File: src/rtl/bat_pkg.sv
package bat_pkg;

   localparam int unsigned WORD_W = 32;

   typedef enum logic [1:0] {
      KIND_LOAD  = 2'b00,
      KIND_STORE = 2'b01,
      KIND_FETCH = 2'b10,
      KIND_FETCH2 = 2'b11
   } bat_kind_e;

   typedef struct packed {
      logic x;
      logic w;
      logic r;
   } bat_perm_t;

   typedef struct packed {
      logic              sel;
      bat_perm_t         perm;
      logic [WORD_W-1:0] pa;
   } bat_res_t;

   // standard encoding: 0 none, 2 full, 1/3 read+exec
   function automatic bat_perm_t perm_std(input logic [1:0] pp);
      bat_perm_t p;
      p.r = (pp != 2'd0);
      p.x = (pp != 2'd0);
      p.w = (pp == 2'd2);
      return p;
   endfunction

   // alternate encoding: key selects the rights table
   function automatic bat_perm_t perm_alt(input logic key, input logic [1:0] pp);
      bat_perm_t p;
      if (!key) begin
         p.r = 1'b1;
         p.x = 1'b1;
         p.w = (pp != 2'd3);
      end else begin
         p.r = (pp != 2'd0);
         p.x = (pp != 2'd0);
         p.w = (pp == 2'd2);
      end
      return p;
   endfunction

endpackage

File: src/rtl/bat_regfile.sv
module bat_regfile #(
   parameter int unsigned NUM_ENTRIES = 4,
   parameter int unsigned IDX_W       = 2
) (
   input  logic                               clk,
   input  logic                               rst_n,
   input  logic                               wr_en,
   input  logic                               wr_side,
   input  logic [IDX_W-1:0]                   wr_idx,
   input  logic                               wr_hi,
   input  logic [31:0]                        wr_data,
   input  logic                               rd_side,
   output logic [NUM_ENTRIES-1:0][31:0]       rd_up,
   output logic [NUM_ENTRIES-1:0][31:0]       rd_lo
);

   logic [1:0][NUM_ENTRIES-1:0][31:0] up_q;
   logic [1:0][NUM_ENTRIES-1:0][31:0] lo_q;

   always_ff @(posedge clk or negedge rst_n) begin
      if (!rst_n) begin
         up_q <= '0;
         lo_q <= '0;
      end else if (wr_en) begin
         for (int e = 0; e < int'(NUM_ENTRIES); e++) begin
            if (wr_idx == IDX_W'(e)) begin
               if (wr_hi) up_q[wr_side][e] <= wr_data;
               else       lo_q[wr_side][e] <= wr_data;
            end
         end
      end
   end

   assign rd_up = up_q[rd_side];
   assign rd_lo = lo_q[rd_side];

endmodule

File: src/rtl/bat_entry_eval.sv
module bat_entry_eval
   import bat_pkg::*;
#(
   parameter bit ALT_EN = 1'b1
) (
   input  logic [31:0] up,
   input  logic [31:0] lo,
   input  logic        alt_mode,
   input  logic        user,
   input  logic [31:0] ea,
   output bat_res_t    res
);

   logic [10:0] mask_std, mask_alt, mask;
   logic        vld_std, vld_alt, vld;
   bat_perm_t   perm_s, perm_a;
   logic        match;

   assign mask_std = up[12:2];
   assign vld_std  = user ? up[0] : up[1];
   assign perm_s   = perm_std(lo[1:0]);

   generate
      if (ALT_EN) begin : g_alt
         assign mask_alt = {5'b0, lo[5:0]};
         assign vld_alt  = lo[6];
         assign perm_a   = perm_alt(user ? up[2] : up[3], up[1:0]);
      end else begin : g_no_alt
         assign mask_alt = '0;
         assign vld_alt  = 1'b0;
         assign perm_a   = '0;
      end
   endgenerate

   assign mask  = alt_mode ? mask_alt : mask_std;
   assign vld   = alt_mode ? vld_alt  : vld_std;
   assign match = (ea[31:28] == up[31:28]) &&
                  ((ea[27:17] & ~mask) == up[27:17]);

   always_comb begin
      res.sel  = vld & match;
      res.perm = alt_mode ? perm_a : perm_s;
      res.pa   = {lo[31:28], (ea[27:17] & mask) | lo[27:17], ea[16:0]};
   end

endmodule

File: src/rtl/bat_first_pick.sv
module bat_first_pick
   import bat_pkg::*;
#(
   parameter int unsigned NUM_ENTRIES = 4
) (
   input  bat_res_t [NUM_ENTRIES-1:0] cand,
   output bat_res_t                   win
);

   always_comb begin
      win = '0;
      for (int i = int'(NUM_ENTRIES) - 1; i >= 0; i--) begin
         if (cand[i].sel) win = cand[i];
      end
   end

endmodule

File: src/rtl/bat_xlate.sv
module bat_xlate
   import bat_pkg::*;
#(
   parameter int unsigned NUM_ENTRIES = 4,
   parameter bit          ALT_EN      = 1'b1,
   localparam int unsigned IDX_W      = (NUM_ENTRIES > 1) ? $clog2(NUM_ENTRIES) : 1
) (
   input  logic             clk,
   input  logic             rst_n,
   input  logic             cfg_we,
   input  logic             cfg_iside,
   input  logic [IDX_W-1:0] cfg_idx,
   input  logic             cfg_upper,
   input  logic [31:0]      cfg_wdata,
   input  logic             alt_enc,
   input  logic             req_valid,
   input  logic [1:0]       req_kind,
   input  logic             req_user,
   input  logic [31:0]      req_ea,
   output logic             rsp_valid,
   output logic             rsp_hit,
   output logic             rsp_fault,
   output logic [2:0]       rsp_perm,
   output logic [31:0]      rsp_pa
);

   generate
      if (NUM_ENTRIES < 1 || NUM_ENTRIES > 32) begin : g_bad_entries
         $error("bat_xlate: NUM_ENTRIES must lie in 1..32");
      end
   endgenerate

   logic [NUM_ENTRIES-1:0][31:0] sel_up, sel_lo;
   bat_res_t [NUM_ENTRIES-1:0]   cand;
   bat_res_t                     win;
   logic                         need_ok;
   logic                         hit_d, fault_d;

   bat_regfile #(
      .NUM_ENTRIES(NUM_ENTRIES),
      .IDX_W      (IDX_W)
   ) u_regs (
      .clk    (clk),
      .rst_n  (rst_n),
      .wr_en  (cfg_we),
      .wr_side(cfg_iside),
      .wr_idx (cfg_idx),
      .wr_hi  (cfg_upper),
      .wr_data(cfg_wdata),
      .rd_side(req_kind[1]),
      .rd_up  (sel_up),
      .rd_lo  (sel_lo)
   );

   generate
      for (genvar g = 0; g < int'(NUM_ENTRIES); g++) begin : g_ent
         bat_entry_eval #(.ALT_EN(ALT_EN)) u_eval (
            .up      (sel_up[g]),
            .lo      (sel_lo[g]),
            .alt_mode(alt_enc),
            .user    (req_user),
            .ea      (req_ea),
            .res     (cand[g])
         );
      end
   endgenerate

   bat_first_pick #(.NUM_ENTRIES(NUM_ENTRIES)) u_pick (
      .cand(cand),
      .win (win)
   );

   always_comb begin
      unique case (bat_kind_e'(req_kind))
         KIND_LOAD:  need_ok = win.perm.r;
         KIND_STORE: need_ok = win.perm.w;
         default:    need_ok = win.perm.x;
      endcase
   end

   assign hit_d   = win.sel &  need_ok;
   assign fault_d = win.sel & ~need_ok;

   always_ff @(posedge clk or negedge rst_n) begin
      if (!rst_n) begin
         rsp_valid <= 1'b0;
         rsp_hit   <= 1'b0;
         rsp_fault <= 1'b0;
         rsp_perm  <= '0;
         rsp_pa    <= '0;
      end else begin
         rsp_valid <= req_valid;
         if (req_valid) begin
            rsp_hit   <= hit_d;
            rsp_fault <= fault_d;
            rsp_perm  <= win.sel ? win.perm : 3'b000;
            rsp_pa    <= win.sel ? win.pa   : 32'h0;
         end
      end
   end

endmodule

File: config.mk
export PLATFORM = sky130hd
export DESIGN_NAME = bat_xlate
export DESIGN_NICKNAME = d
export VERILOG_FILES = /design/src/rtl/bat_pkg.sv /design/src/rtl/bat_regfile.sv /design/src/rtl/bat_entry_eval.sv /design/src/rtl/bat_first_pick.sv /design/src/rtl/bat_xlate.sv
export SDC_FILE = /design/constraint.sdc
export NUM_CORES = 1
export LEC_CHECK = 0
export BUFFER_PORTS_ARGS = -buffer_cell sky130_fd_sc_hd__buf_2
export CAP_MARGIN = 20
export CORE_ASPECT_RATIO = 0.5
export CORE_MARGIN = 2
export CORE_UTILIZATION = 54
export CTS_CLUSTER_SIZE = 40
export DETAILED_ROUTE_END_ITERATION = 8
export MAX_ROUTING_LAYER = met4
export PLACE_DENSITY_LB_ADDON = 0.2
export SLEW_MARGIN = 20
export SYNTH_ARGS = -nofsm -noshare
export SYNTH_HDL_FRONTEND = slang
export SYNTH_SLANG_ARGS = --single-unit
File: constraint.sdc
create_clock -name clk -period 4.5 [get_ports clk]
set_input_delay 0.225 -clock clk [delete_from_list [all_inputs] [get_ports clk]]
set_output_delay 0.225 -clock clk [all_outputs]
set_load 0.01 [all_outputs]
* After elaboration in Yosys (flattened, before gate mapping)
Index checks and enable logic that the tools add are counted.
Word-level totals: logic and storage cells 159, flip-flop bits (word level) 550, output and inout port bits 38, input bits 76
Operators by class: reduce and logical (&&, ||, !) cells 15, $lt $le $gt $ge 3, equal/unequal tests 24, multiplexer cells 73, bitwise gates (word level) 23
Operators with widths (number):
- 256-bit two-way mux | 22
- 256-bit bitwise mux | 8
- 128-bit two-way mux | 5
- 128-bit demux with 1-bit select | 4
- 36-bit two-way mux | 4
- 96-bit two-way mux | 1
- 11-bit bitwise AND | 8
- 32-bit two-way mux | 2
- 64-bit two-way mux | 1
- 11-bit == test | 4
- 11-bit two-way mux | 4
- 11-bit inverter | 4
- 11-bit OR | 4
- 3-bit two-way mux | 9
- 2-bit == test (second input constant) | 10
- 4-bit == test | 4
- 2-bit nonzero test | 8
- 1-bit two-way mux | 12
- 2-bit inequality test (second input constant) | 4
- 1-bit bitwise AND | 6
- 1-bit logical AND | 5
- 2-bit by 1-bit == test with 1-bit output (second input constant) | 2
- 2-bit logical NOT | 2
- 1-bit by 2-bit < comparator with 1-bit output (second input constant) | 2
- 3 further kinds | 3

* Logic depth before layout (Yosys ltp)
Gate-level depths: netlist of run 1.
depth after elaboration 19, gate-level depth with buffers 15, gate-level depth less buffers 9

* Modules after synthesis
From an unflattened synthesis of run 1, not the netlist that was laid out.
Second synthesis, totals: cells, all modules 2401, area, all modules 28006.9 µm²
By module, submodules not included:
- bat_regfile | sequential area each 12812.3 µm², cells each 1746, area each 22519.1 µm², times used 1
- bat_entry_eval | sequential area each 0.0 µm², cells each 90, area each 666.9 µm², times used 4
- bat_xlate | sequential area each 950.9 µm², cells each 164, area each 1616.6 µm², times used 1
- bat_first_pick | sequential area each 0.0 µm², cells each 131, area each 1203.7 µm², times used 1

* Worst setup path before layout of run 1
Ideal clock, no wire load.
kind input port to flip-flop, start in alt_enc, end reg rsp_fault, slack 1.530 ns, required time 4.379 ns, stages 12, library setup time 0.121 ns, data arrival time 2.850 ns, path buffers 3, cell sequence buf_6 > buf_4 > buf_2 > mux2_2 > o211ai_1 > o2111ai_1 > or4_4 > nor4b_2 > a311oi_1 > o31ai_2 > mux2i_1 > a22o_1
Between the ends: cells in the longest elaborated chain, start to end 13, elaborated cells on any way between the ends 39, classes of those cells eq/ne (4); mux (17); bitwise (14); reduce/logical (4)
Ends and longest elaborated chain:
- start, declared | line bat_xlate.sv:15 | input logic alt_enc,
- 11-bit two-way mux | line bat_entry_eval.sv:35 | assign mask = alt_mode ? mask_alt : mask_std;
- 11-bit inverter | line bat_entry_eval.sv:38 | ((ea[27:17] & ~mask) == up[27:17]);
- 11-bit bitwise AND | line bat_entry_eval.sv:38
- 11-bit == test | line bat_entry_eval.sv:38
- 1-bit logical AND | line bat_entry_eval.sv:37 | assign match = (ea[31:28] == up[31:28]) &&
- 1-bit bitwise AND | line bat_entry_eval.sv:41 | res.sel = vld & match;
- 36-bit two-way mux (3 in a row) | line bat_first_pick.sv:13 | if (cand[i].sel) win = cand[i];
- 36-bit two-way mux (*) | line bat_first_pick.sv:13
- 1-bit one-hot mux with 2 select lines | line bat_xlate.sv:74 | unique case (bat_kind_e'(req_kind))
- 1-bit inverter | line bat_xlate.sv:82 | assign fault_d = win.sel & ~need_ok;
- 1-bit bitwise AND (*) | line bat_xlate.sv:82
- end signal, assigned | line bat_xlate.sv:95 | rsp_fault <= fault_d;
- end, declared | line bat_xlate.sv:22 | output logic rsp_fault,
Mark *: on every way between the ends. The rest lies on a longest branch, timed or not. A chain may end at the register's enable or synchronous reset.

* Final worst setup path of run 1
start reg u_regs.up_q[250] (netlist bit), end reg rsp_pa[17]
Between the ends: cells in the longest elaborated chain, start to end 10
Ends and longest elaborated chain:
- start, declared | line bat_regfile.sv:17 | logic [1:0][NUM_ENTRIES-1:0][31:0] up_q;
- start signal, assigned by index | line bat_regfile.sv:27 | if (wr_hi) up_q[wr_side][e] <= wr_data;
- 128-bit two-way mux (implied by the code) (2 in a row) | line bat_regfile.sv:34 | assign rd_up = up_q[rd_side];
- 11-bit == test | line bat_entry_eval.sv:38
- 1-bit logical AND | line bat_entry_eval.sv:37
- 1-bit bitwise AND | line bat_entry_eval.sv:41
- 36-bit two-way mux (4 in a row) | line bat_first_pick.sv:13
- 32-bit two-way mux | line bat_xlate.sv:97 | rsp_pa <= win.sel ? win.pa : 32'h0;
- end signal, assigned | line bat_xlate.sv:97
- end, declared | line bat_xlate.sv:24 | output logic [31:0] rsp_pa
No other way between the ends. The select of a mux whose other input is x is not followed.

==> impl_metrics.csv, run 1 <==
group,metric,value,unit
floorplan,core,38800,sq um
drt,routedWlPerCell,26.77,um
finish,multi_input_area,9647,sq um
floorplan,dieArea,40930,sq um
critical_path,startpoint_type,"flip-flop",
clock_tree,cts_tree,"yes",
finish,drive_above_1_share,0.3916,
synthesis,ys_warn_count,0,
critical_path,required,4960,ps
floorplan,boundaryPins,114,
finish,final_area,23840,sq um
place,place_area,22310,sq um
power,p_total,11030,uW
run,max_cap_viol_count,0,
clock_tree,htreeDepth,2,
synthesis,ys_types,74,
critical_path,cp_slowest_cell,"or4_4",
synthesis,synthFlopType,"dfrtp_1",
clock_tree,cts_setup_buffers,0,
sta,fmax,263.2,MHz
outcome,run_status,"complete, no violations",
clock_tree,clkTransAtPathRegs,70,ps
synthesis,async_reset_ff_frac,1.000,
clock_tree,cts-root-buf,"clkbuf_16",
synthesis,postSynthCellCount,1640,
sta,tns,0,ps
drt,remaining_drc_errors,0,
sta,fin_skew,17.01,ps
synthesis,seq_area_frac_synth,0.5162,
sta,hold_viol,0,
sta,rsz0062_at_grt,"no",
drt,antenna_left,0,
sta,period_share,0.8443,
synthesis,synth_top_area_cell,"dfrtp_1",
critical_path,crit_chain,"mux2i_1, o22ai_1, or4_1, or4_4, nor4b_2, nand2_2, buf_4, o32ai_1, o21ai_1, o21ai_1",
global_route,grt_overflow_total,0,
synthesis,synth.top_cell.area_share,0.5162,
sta,final-setup-viol-count,0,
place,port_buffers,109,
sta,slew_headroom,0.2810,
synthesis,yosys-top-cells-count,"437 x dfrtp_1, 437 x mux2_2, 108 x mux2i_1, 58 x clkbuf_1, 54 x nor2_1",
finish,seqCellArea,10940,sq um
sta,tightestPinTransition,1079,ps
place,gp_congestion,0.9049,
synthesis,synth_area_leaders,"dfrtp_1 52%, mux2_2 23%, mux2i_1 5.1%",
clock_tree,clock_latency,550,ps
drt,drt_iter0_drc,1541,
sta,min_period,3800,ps
sta,finalMaxSlewViolations,0,
synthesis,synth_area,21190,sq um
global_route,antenna_found_initial,3,
clock_tree,numCtsBuffers,40,
critical_path,cpPeakStageDelay,570,ps
finish,layout.nets,1815,
critical_path,path_delay_family,"simple AND/OR/NAND/NOR gates",
drt,wirelength,61580,um
global_route,grt_usage,0.3102,
floorplan,die_x,284.1,um
power,peakVddDrop,0.2597,mV
place,post-dp-hpwl,40140,um
synthesis,synth_fp_nets,1716,
critical_path,path_buf_inv,1,
critical_path,cp_max_fo,10,
place,placedCellCount,2207,
global_route,grt_pass1_vias,14910,
drt,first_pass_iters,5,
clock_tree,clock_path_buffers,3,
synthesis,avgSynthCellArea,12.92,sq um
critical_path,end_kind,"flip-flop",
synthesis,synth-seq-cells,437,
global_route,grt_pass1_wl,92130,um
floorplan,row_count,51,
drt,viasPerCell,6.382,
critical_path,crit_type,"flip-flop to flip-flop",
synthesis,synth_edf_count,0,
finish,fin_cells,2300,
floorplan,start_util,0.5461,
finish,n_fill_cell,3076,
critical_path,arrival,4260,ps
clock_tree,cts.sinks,437,
finish,syn_to_final_growth,12.51,%
power,p_leak,0.01049,uW
sta,whs,14.08,ps
global_route,grt_start_max_net_pins,110,
drt,vias,14680,
power,pwr_density_cell,462.8,nW/um^2
critical_path,crit_top_cell,"o21ai_1",
min_path,hp-class,"input port to flip-flop",
floorplan,die_y,144.1,um
## layer usage
layer  vias up  part of all wire  wire [um]  track usage
met5         -                 0          0            -
li1       6268                 -          -            -
met3       139             0.082       5062      0.06877
met2       637              0.46      28040       0.4698
met1      7634              0.43      26650       0.4182
met4         0             0.030       1827       0.1042
## repair_timing
item | 4_1_cts | 5_1_grt
endpoints found under the hold margin | 112 | 0
gates resized for setup | 0 | 0
hold buffers | 19 | 0
## final cells by class
class                      count  share of cell area
antenna                        3           0.0003149
multi-input combinational   1061              0.4047
inverter                      19            0.002992
tap                          530             0.02782
clock buffer                  57             0.04850
clock inverter                13            0.006299
timing repair buffer         180             0.05060
sequential                   437              0.4588
## worst register-to-register path: cells and delay by family, from the launching register on
kind / cells / cell delay, ps
AND/OR/NAND/NOR: 4 / 1820
buffers and inverters: 1 / 300
AO/OA/AOI/OAI: 4 / 700
flip-flops: 1 / 380
multiplexers: 1 / 500
## power by group
| group | switching (uW) | internal [uW] | total, uW |
|---|---|---|---|
| Sequential | 509 | 4770 | 5280 |
| Clock | 1520 | 1970 | 3480 |
| Combinational | 1120 | 1160 | 2270 |
## state kept, by name, indices dropped and copies added (netlist names)
| signal | flops |
|---|---|
| rsp_hit | 1 |
| rsp_pa | 32 |
| u_regs.up_q | 224 |
| rsp_fault | 1 |
| u_regs.lo_q | 176 |
| rsp_valid | 1 |
| rsp_perm | 2 |
## cells by family after synthesis
kind of cell | share of synthesized area
XOR/XNOR | 0.01778
AO/OA/AOI/OAI | 0.08924
AND/OR/NAND/NOR | 0.04961
multiplexers | 0.2961
flip-flops | 0.5162
buffers and inverters | 0.03112
## cell usage in the layout, fill, tap and decap left out, drive strengths merged, types with 18 or more instances in the layout
master       Yosys  routed
buf             63     161
a22o            20      20
mux2           437     437
a21oi           29      29
nor2            54      54
nor3            21      21
dfrtp          437     437
xor2            22      22
nand2           38      38
o21ai           50      50
inv             16      18
nor2b           18      18
xnor2           21      21
a211oi          33      33
dlygate4sd3      0      19
mux2i          108     108
clkbuf          60      57
## path summary, 6_finish.rpt
| kind | endpoint | slack, ps | from | depth (start not counted) |
|---|---|---|---|---|
| worst max-delay path | rsp_pa[17] | 700 | u_regs.up_q[250] | 10 |
| worst min-delay path | u_regs.up_q[73] | 10 | cfg_wdata[9] | 2 |
| worst max register to register | rsp_pa[17] | 700 | u_regs.up_q[250] | 10 |
| worst min register to register | rsp_pa[23] | 490 | rsp_pa[23] | 1 |
| max in group asynchronous | u_regs.up_q[59] | 2970 | rst_n | 3 |
| min in group asynchronous | u_regs.up_q[236] | 280 | rst_n | 2 |
## per-stage QoR
step	setup slack [ps]	util
2_1_floorplan	1530	-
3_3_place_gp	408.6	0.5744
3_5_place_dp	350.2	0.5751
4_1_cts	775.2	0.6137
5_1_grt	559.8	0.6144
6_report	700.5	0.6144
No activity file was read; power rests on OpenSTA's default activity.
==> run 2: changes to the inputs <==
clock period = 3.4 ns   (was 4.5 ns; I/O delays follow)
==> run 2 against run 1 <==
Net effect: sequential share of layout area down 1.7 points; wire length rose by 5.4%; cell count is 3.1% higher; core utilization increased by 2.4 points; sequential power grew 32%; maximum frequency increased by 16%; setup slack worse by 570 ps; power grew 41%; die area unchanged.
==> impl_metrics.csv, run 2 (synthesized netlist as in run 1, its figures left out) <==
group,metric,value,unit
sta,finalMaxSlewViolations,0,
drt,antenna_left,0,
power,peakVddDrop,0.4241,mV
floorplan,die_x,284.1,um
clock_tree,cts.sinks,437,
critical_path,crit_top_cell,"o21ai_1",
sta,rsz0062_at_grt,"no",
floorplan,core,38800,sq um
floorplan,boundaryPins,114,
clock_tree,cts_tree,"yes",
global_route,grt_usage,0.3277,
floorplan,row_count,51,
floorplan,dieArea,40930,sq um
finish,syn_to_final_growth,16.87,%
critical_path,crit_chain,"mux2i_4, o22ai_1, or4_1, or4_4, nor4b_2, nand2_2, buf_12, o32ai_1, o21ai_1, o21ai_1",
sta,hold_viol,0,
finish,utilization,0.6382,
global_route,grt_pass1_vias,14950,
floorplan,start_util,0.5461,
sta,fin_skew,23.78,ps
clock_tree,htreeDepth,2,
finish,final_cell_mix,"437 x mux2_2, 437 x dfrtp_1, 107 x mux2i_1",
place,placedCellCount,2266,
place,post-dp-hpwl,43620,um
sta,min_period,3272,ps
power,pwr_density_cell,626.7,nW/um^2
drt,remaining_drc_errors,0,
sta,tightestPinTransition,1013,ps
clock_tree,clock_latency,570,ps
critical_path,required,3870,ps
place,place_area,22880,sq um
drt,first_pass_iters,5,
global_route,grt_pass1_wl,96140,um
critical_path,cp_slowest_cell,"or4_4",
global_route,grt_start_max_net_pins,117,
place,port_buffers,109,
power,p_leak,0.01097,uW
sta,fmax,305.7,MHz
drt,routedWlPerCell,27.35,um
global_route,antenna_found_initial,2,
critical_path,arrival,3740,ps
finish,final_area,24760,sq um
drt,wirelength,64890,um
finish,multi_input_area,9679,sq um
clock_tree,numCtsBuffers,41,
drt,viasPerCell,6.326,
outcome,run_status,"complete, no violations",
drt,vias,15010,
finish,largest_register_ffs,224,
finish,seqCellArea,10940,sq um
finish,fin_cells,2372,
finish,reg_top3,"u_regs.up_q: 224 flops, u_regs.lo_q: 176 flops, rsp_pa: 32 flops",
clock_tree,cts-root-buf,"clkbuf_16",
critical_path,startpoint_type,"flip-flop",
place,gp_congestion,0.9654,
global_route,grt_overflow_total,0,
finish,regMostFlops,"u_regs.up_q",
critical_path,cp_max_fo,8,
floorplan,die_y,144.1,um
sta,period_share,0.9623,
drt,drt_iter0_drc,1585,
min_path,hp-class,"input port to flip-flop",
critical_path,crit_type,"flip-flop to flip-flop",
sta,whs,26.77,ps
run,max_cap_viol_count,0,
finish,layout.nets,1882,
sta,final-setup-viol-count,0,
sta,slew_headroom,0.3244,
critical_path,end_kind,"flip-flop",
critical_path,cpPeakStageDelay,580,ps
clock_tree,cts_setup_buffers,0,
finish,n_fill_cell,2929,
clock_tree,clock_path_buffers,3,
clock_tree,clkTransAtPathRegs,70,ps
finish,drive_above_1_share,0.4124,
[run 2: cell count changes in the layout (fill, tap and decap cells not counted), sizes merged]
cell	previous run	this run
inv	18	17
bufinv	3	10
dlygate4sd3	19	27
clkbuf	57	61
diode	3	4
buf	161	219
clkinv	10	5
[run 2: layer usage]
layer | vias up | track usage | part of all wire
met5 | - | - | 0
met4 | 0 | 0.1061 | 0.031
met3 | 134 | 0.07476 | 0.082
met2 | 593 | 0.4795 | 0.44
met1 | 7871 | 0.4559 | 0.45
li1 | 6407 | - | -
[run 2: layout make-up]
class / instances / share of cell area
clock inverters: 14 / 0.01364
flip-flops and latches: 437 / 0.4417
inverters: 19 / 0.002880
clock buffers: 61 / 0.04942
multi-input cells: 1061 / 0.3909
repair buffers: 246 / 0.07428
diodes: 4 / 0.0004043
well taps: 530 / 0.02678
[run 2: path summary, 6_finish.rpt]
kind | startpoint | endpoint | slack, ps | depth (start not counted)
worst max-delay path | u_regs.up_q[122] | rsp_pa[17] | 130 | 10
worst min-delay path | req_kind[0] | rsp_hit | 30 | 4
worst max register to register | u_regs.up_q[122] | rsp_pa[17] | 130 | 10
worst min register to register | rsp_pa[30] | rsp_pa[30] | 490 | 1
max in group asynchronous | rst_n | u_regs.up_q[7] | 1950 | 3
min in group asynchronous | rst_n | u_regs.up_q[63] | 290 | 2
[run 2: stage by stage]
| step | setup slack [ps] | total power, uW | setup TNS, ps |
|---|---|---|---|
| after floorplan | 484.5 | 8939 | 0 |
| after global placement | -121.4 | 9942 | -477.0 |
| after detailed placement | -190.3 | 10140 | -648.2 |
| after CTS | 28.99 | 15500 | 0 |
| after global routing | 22.52 | 16130 | 0 |
| final | 128.3 | 15520 | 0 |
[run 2: what timing repair did]
| item | 4_1_cts | 5_1_grt |
|---|---|---|
| endpoints found under the hold margin | 174 | 0 |
| setup endpoints to repair | 3 | 33 |
| hold buffers | 27 | 0 |
| pin swaps | 0 | 0 |
| resized for setup | 4 | 4 |
[run 2: report_power, final]
group | total [uW] | internal [uW] | switching (uW) | leakage (uW)
registers | 6980 | 6310 | 673 | 0.00542
clock network | 5350 | 3270 | 2080 | 0.000756
logic | 3190 | 1630 | 1560 | 0.00479
[run 2: worst max-delay path: cells and delay by family, from the launching register on]
kind	cells	cell delay, ps
mux	1	270
compound gates	4	690
flops	1	410
simple gates	4	1650
buf+inv	1	170
==> run 3: changes to the inputs <==
SYNTH_HIERARCHICAL = 1   (was unset)
==> run 3 against run 2 <==
Net effect: sequential power shrank 2.9%; first-iteration DRC count fell by 30%; die area rose by 9.5%; combinational power barely moved; setup slack better by 130 ps; register-to-register slack improved by 130 ps.
==> impl_metrics.csv, run 3 <==
group,metric,value,unit
outcome,run_status,"complete, no violations",
place,gp_congestion,0.8629,
critical_path,reg2reg_from,"u_regs/up_q[236]",
critical_path,cp_slowest_cell,"a221oi_1",
drt,routedLengthMet1,29760,um
sta,slew_headroom,0.3623,
finish,final_cell_mix,"500 x mux2_2, 438 x dfrtp_1, 150 x o21ai_0",
sta,fin_skew,13.18,ps
finish,reg_top3,"u_regs/up_q: 224 flops, u_regs/lo_q: 176 flops, rsp_pa: 32 flops",
drt,remaining_drc_errors,0,
min_path,hold_depth,3,
synthesis,postSynthCellCount,2050,
drt,route.met3.wl,4120,um
place,port_buffers,109,
drt,wirelength,62090,um
min_path,hp-class,"input port to flip-flop",
clock_tree,htreeDepth,2,
power,p_leak,0.01148,uW
critical_path,crit_top_cell,"buf_4",
finish,final_common_cell,"mux2_2",
finish,largest_register_ffs,224,
synthesis,ys_warn_count,6,
global_route,grt_usage,0.2871,
critical_path,crit_type,"flip-flop to flip-flop",
finish,drive_above_1_share,0.4310,
drt,routedWlPerCell,23.28,um
drt,antenna_left,0,
sta,hold_viol,0,
clock_tree,cts-root-buf,"clkbuf_16",
sta,whs,19.05,ps
drt,dr_wl_met2,27120,um
finish,fin_cells,2667,
clock_tree,clock_latency,560,ps
global_route,grt_pass1_wl,95120,um
clock_tree,cts.sinks,438,
synthesis,avgSynthCellArea,11.34,sq um
sta,period_share,0.9254,
floorplan,dieArea,44830,sq um
floorplan,core,42240,sq um
finish,syn_to_final_growth,9.827,%
sta,finalMaxSlewViolations,0,
critical_path,required,3830,ps
sta,final-setup-viol-count,0,
clock_tree,ctsResizeCount,0,
clock_tree,clkTransAtPathRegs,60,ps
clock_tree,clock_path_buffers,3,
critical_path,arrival,3580,ps
drt,viasPerCell,5.840,
floorplan,die_y,150.7,um
synthesis,synth_area,23250,sq um
place,post-dp-hpwl,40860,um
place,placedCellCount,2581,
global_route,grt_pass1_vias,15480,
critical_path,cp_max_fo,4,
finish,layout.nets,2136,
critical_path,rrSetupSlack,250,ps
floorplan,die_x,297.4,um
sta,fmax,317.8,MHz
critical_path,crit_chain,"mux2_2, a21boi_0, xor2_1, nor4_1, buf_4, and4_1, nor2b_2, a22oi_1, a221oi_1, buf_4, nand4b_1, o211ai_2",
clock_tree,numCtsBuffers,41,
drt,top_layer,"met4",
synthesis,synth_fp_nets,2126,
sta,min_period,3146,ps
finish,regMostFlops,"u_regs/up_q",
drt,vias,15580,
critical_path,cpPeakStageDelay,390,ps
drt,drt_iter0_drc,1106,
global_route,antenna_found_initial,3,
min_path,holdPathEnd,"u_regs/up_q[241]",
min_path,min_from,"cfg_wdata[17]",
finish,n_fill_cell,3443,
critical_path,startpoint_type,"flip-flop",
floorplan,boundaryPins,114,
power,peakVddDrop,0.3356,mV
critical_path,rr_worst_depth,12,
clock_tree,cts_setup_buffers,0,
global_route,grt_overflow_total,0,
sta,tightestPinTransition,953.4,ps
floorplan,row_count,53,
sta,rsz0062_at_grt,"no",
critical_path,rr_endpoint,"rsp_fault",
run,max_cap_viol_count,0,
power,pwr_density_cell,572.7,nW/um^2
floorplan,start_util,0.5504,
critical_path,end_kind,"flip-flop",
clock_tree,cts_tree,"yes",
global_route,grt_start_max_net_pins,101,
drt,first_pass_iters,7,
run 3: changes by cell type in the layout (fill, tap and decap cells not counted), sizes merged, moves of 18 or more:
cell	previous run	this run
nand2	38	111
a22o	20	0
o22ai	13	38
a21boi	1	20
a211oi	33	0
a31o	1	20
a22oi	8	34
a21o	5	24
nand3	10	136
inv	17	88
mux2	437	511
mux2i	108	5
o21ai	50	161
xor2	22	40
run 3: metal layers:
layer / track usage / up-vias
met2: 0.4261 / 461
met5: - / -
met1: 0.4083 / 7936
met4: 0.06313 / 0
met3: 0.05830 / 82
li1: - / 7097
run 3: area by class of cell:
| type | instances | area (sq um) | share of cell area |
|---|---|---|---|
| inverter | 87 | 326.6 | 0.01279 |
| antenna | 2 | 5.005 | 0.0001960 |
| clock inverter | 9 | 101.3 | 0.003969 |
| sequential | 438 | 10960 | 0.4293 |
| timing repair buffer | 241 | 1843 | 0.07218 |
| clock buffer | 62 | 1227 | 0.04807 |
| tap | 577 | 721.9 | 0.02827 |
| multi-input combinational | 1251 | 10350 | 0.4053 |
run 3: worst max path at each step:
| stage | from | to | slack, ps | cells past startpoint |
|---|---|---|---|---|
| 2_1_floorplan | req_kind[1] | rsp_fault | 210 | 15 |
| 3_3_place_gp | req_kind[1] | rsp_fault | -100 | 15 |
| 3_5_place_dp | req_kind[1] | rsp_fault | -160 | 15 |
| 4_1_cts | u_regs/up_q[227] | rsp_fault | 300 | 13 |
| 5_1_grt | u_regs/up_q[227] | rsp_fault | 70 | 13 |
| 6_report | u_regs/up_q[236] | rsp_fault | 250 | 12 |
run 3: report_power, final:
group	internal, uW	leakage (uW)	switching (uW)
sequential	6290	0.00546	492
combinational	1690	0.00536	1480
clock	2640	0.000653	2020
total	10600	0.0115	4000
run 3: worst max-delay path: cells and delay by family, from the launching register on:
kind | cells | cell delay (ps)
xor+xnor | 1 | 110
simple gates | 4 | 960
buf+inv | 2 | 390
compound gates | 4 | 890
mux | 1 | 280
flops | 1 | 380
run 3: stage by stage:
| step | instance area, sq um | util | setup TNS (ps) | total power, uW | setup slack [ps] |
|---|---|---|---|---|---|
| 2_1_floorplan | 23250 | - | 0 | 9131 | 214.0 |
| 3_3_place_gp | 24050 | 0.5694 | -639.5 | 9874 | -98.21 |
| 3_5_place_dp | 24050 | 0.5694 | -2507 | 9992 | -162.2 |
| 4_1_cts | 25500 | 0.6037 | 0 | 14670 | 301.0 |
| 5_1_grt | 25530 | 0.6045 | 0 | 15310 | 73.65 |
| 6_report | 25530 | 0.6045 | 0 | 14620 | 253.7 |
run 3: timing repair:
item,4_1_cts,5_1_grt
endpoints found under the setup margin,0,0
endpoints found under the hold margin,145,0
hold buffers,12,0
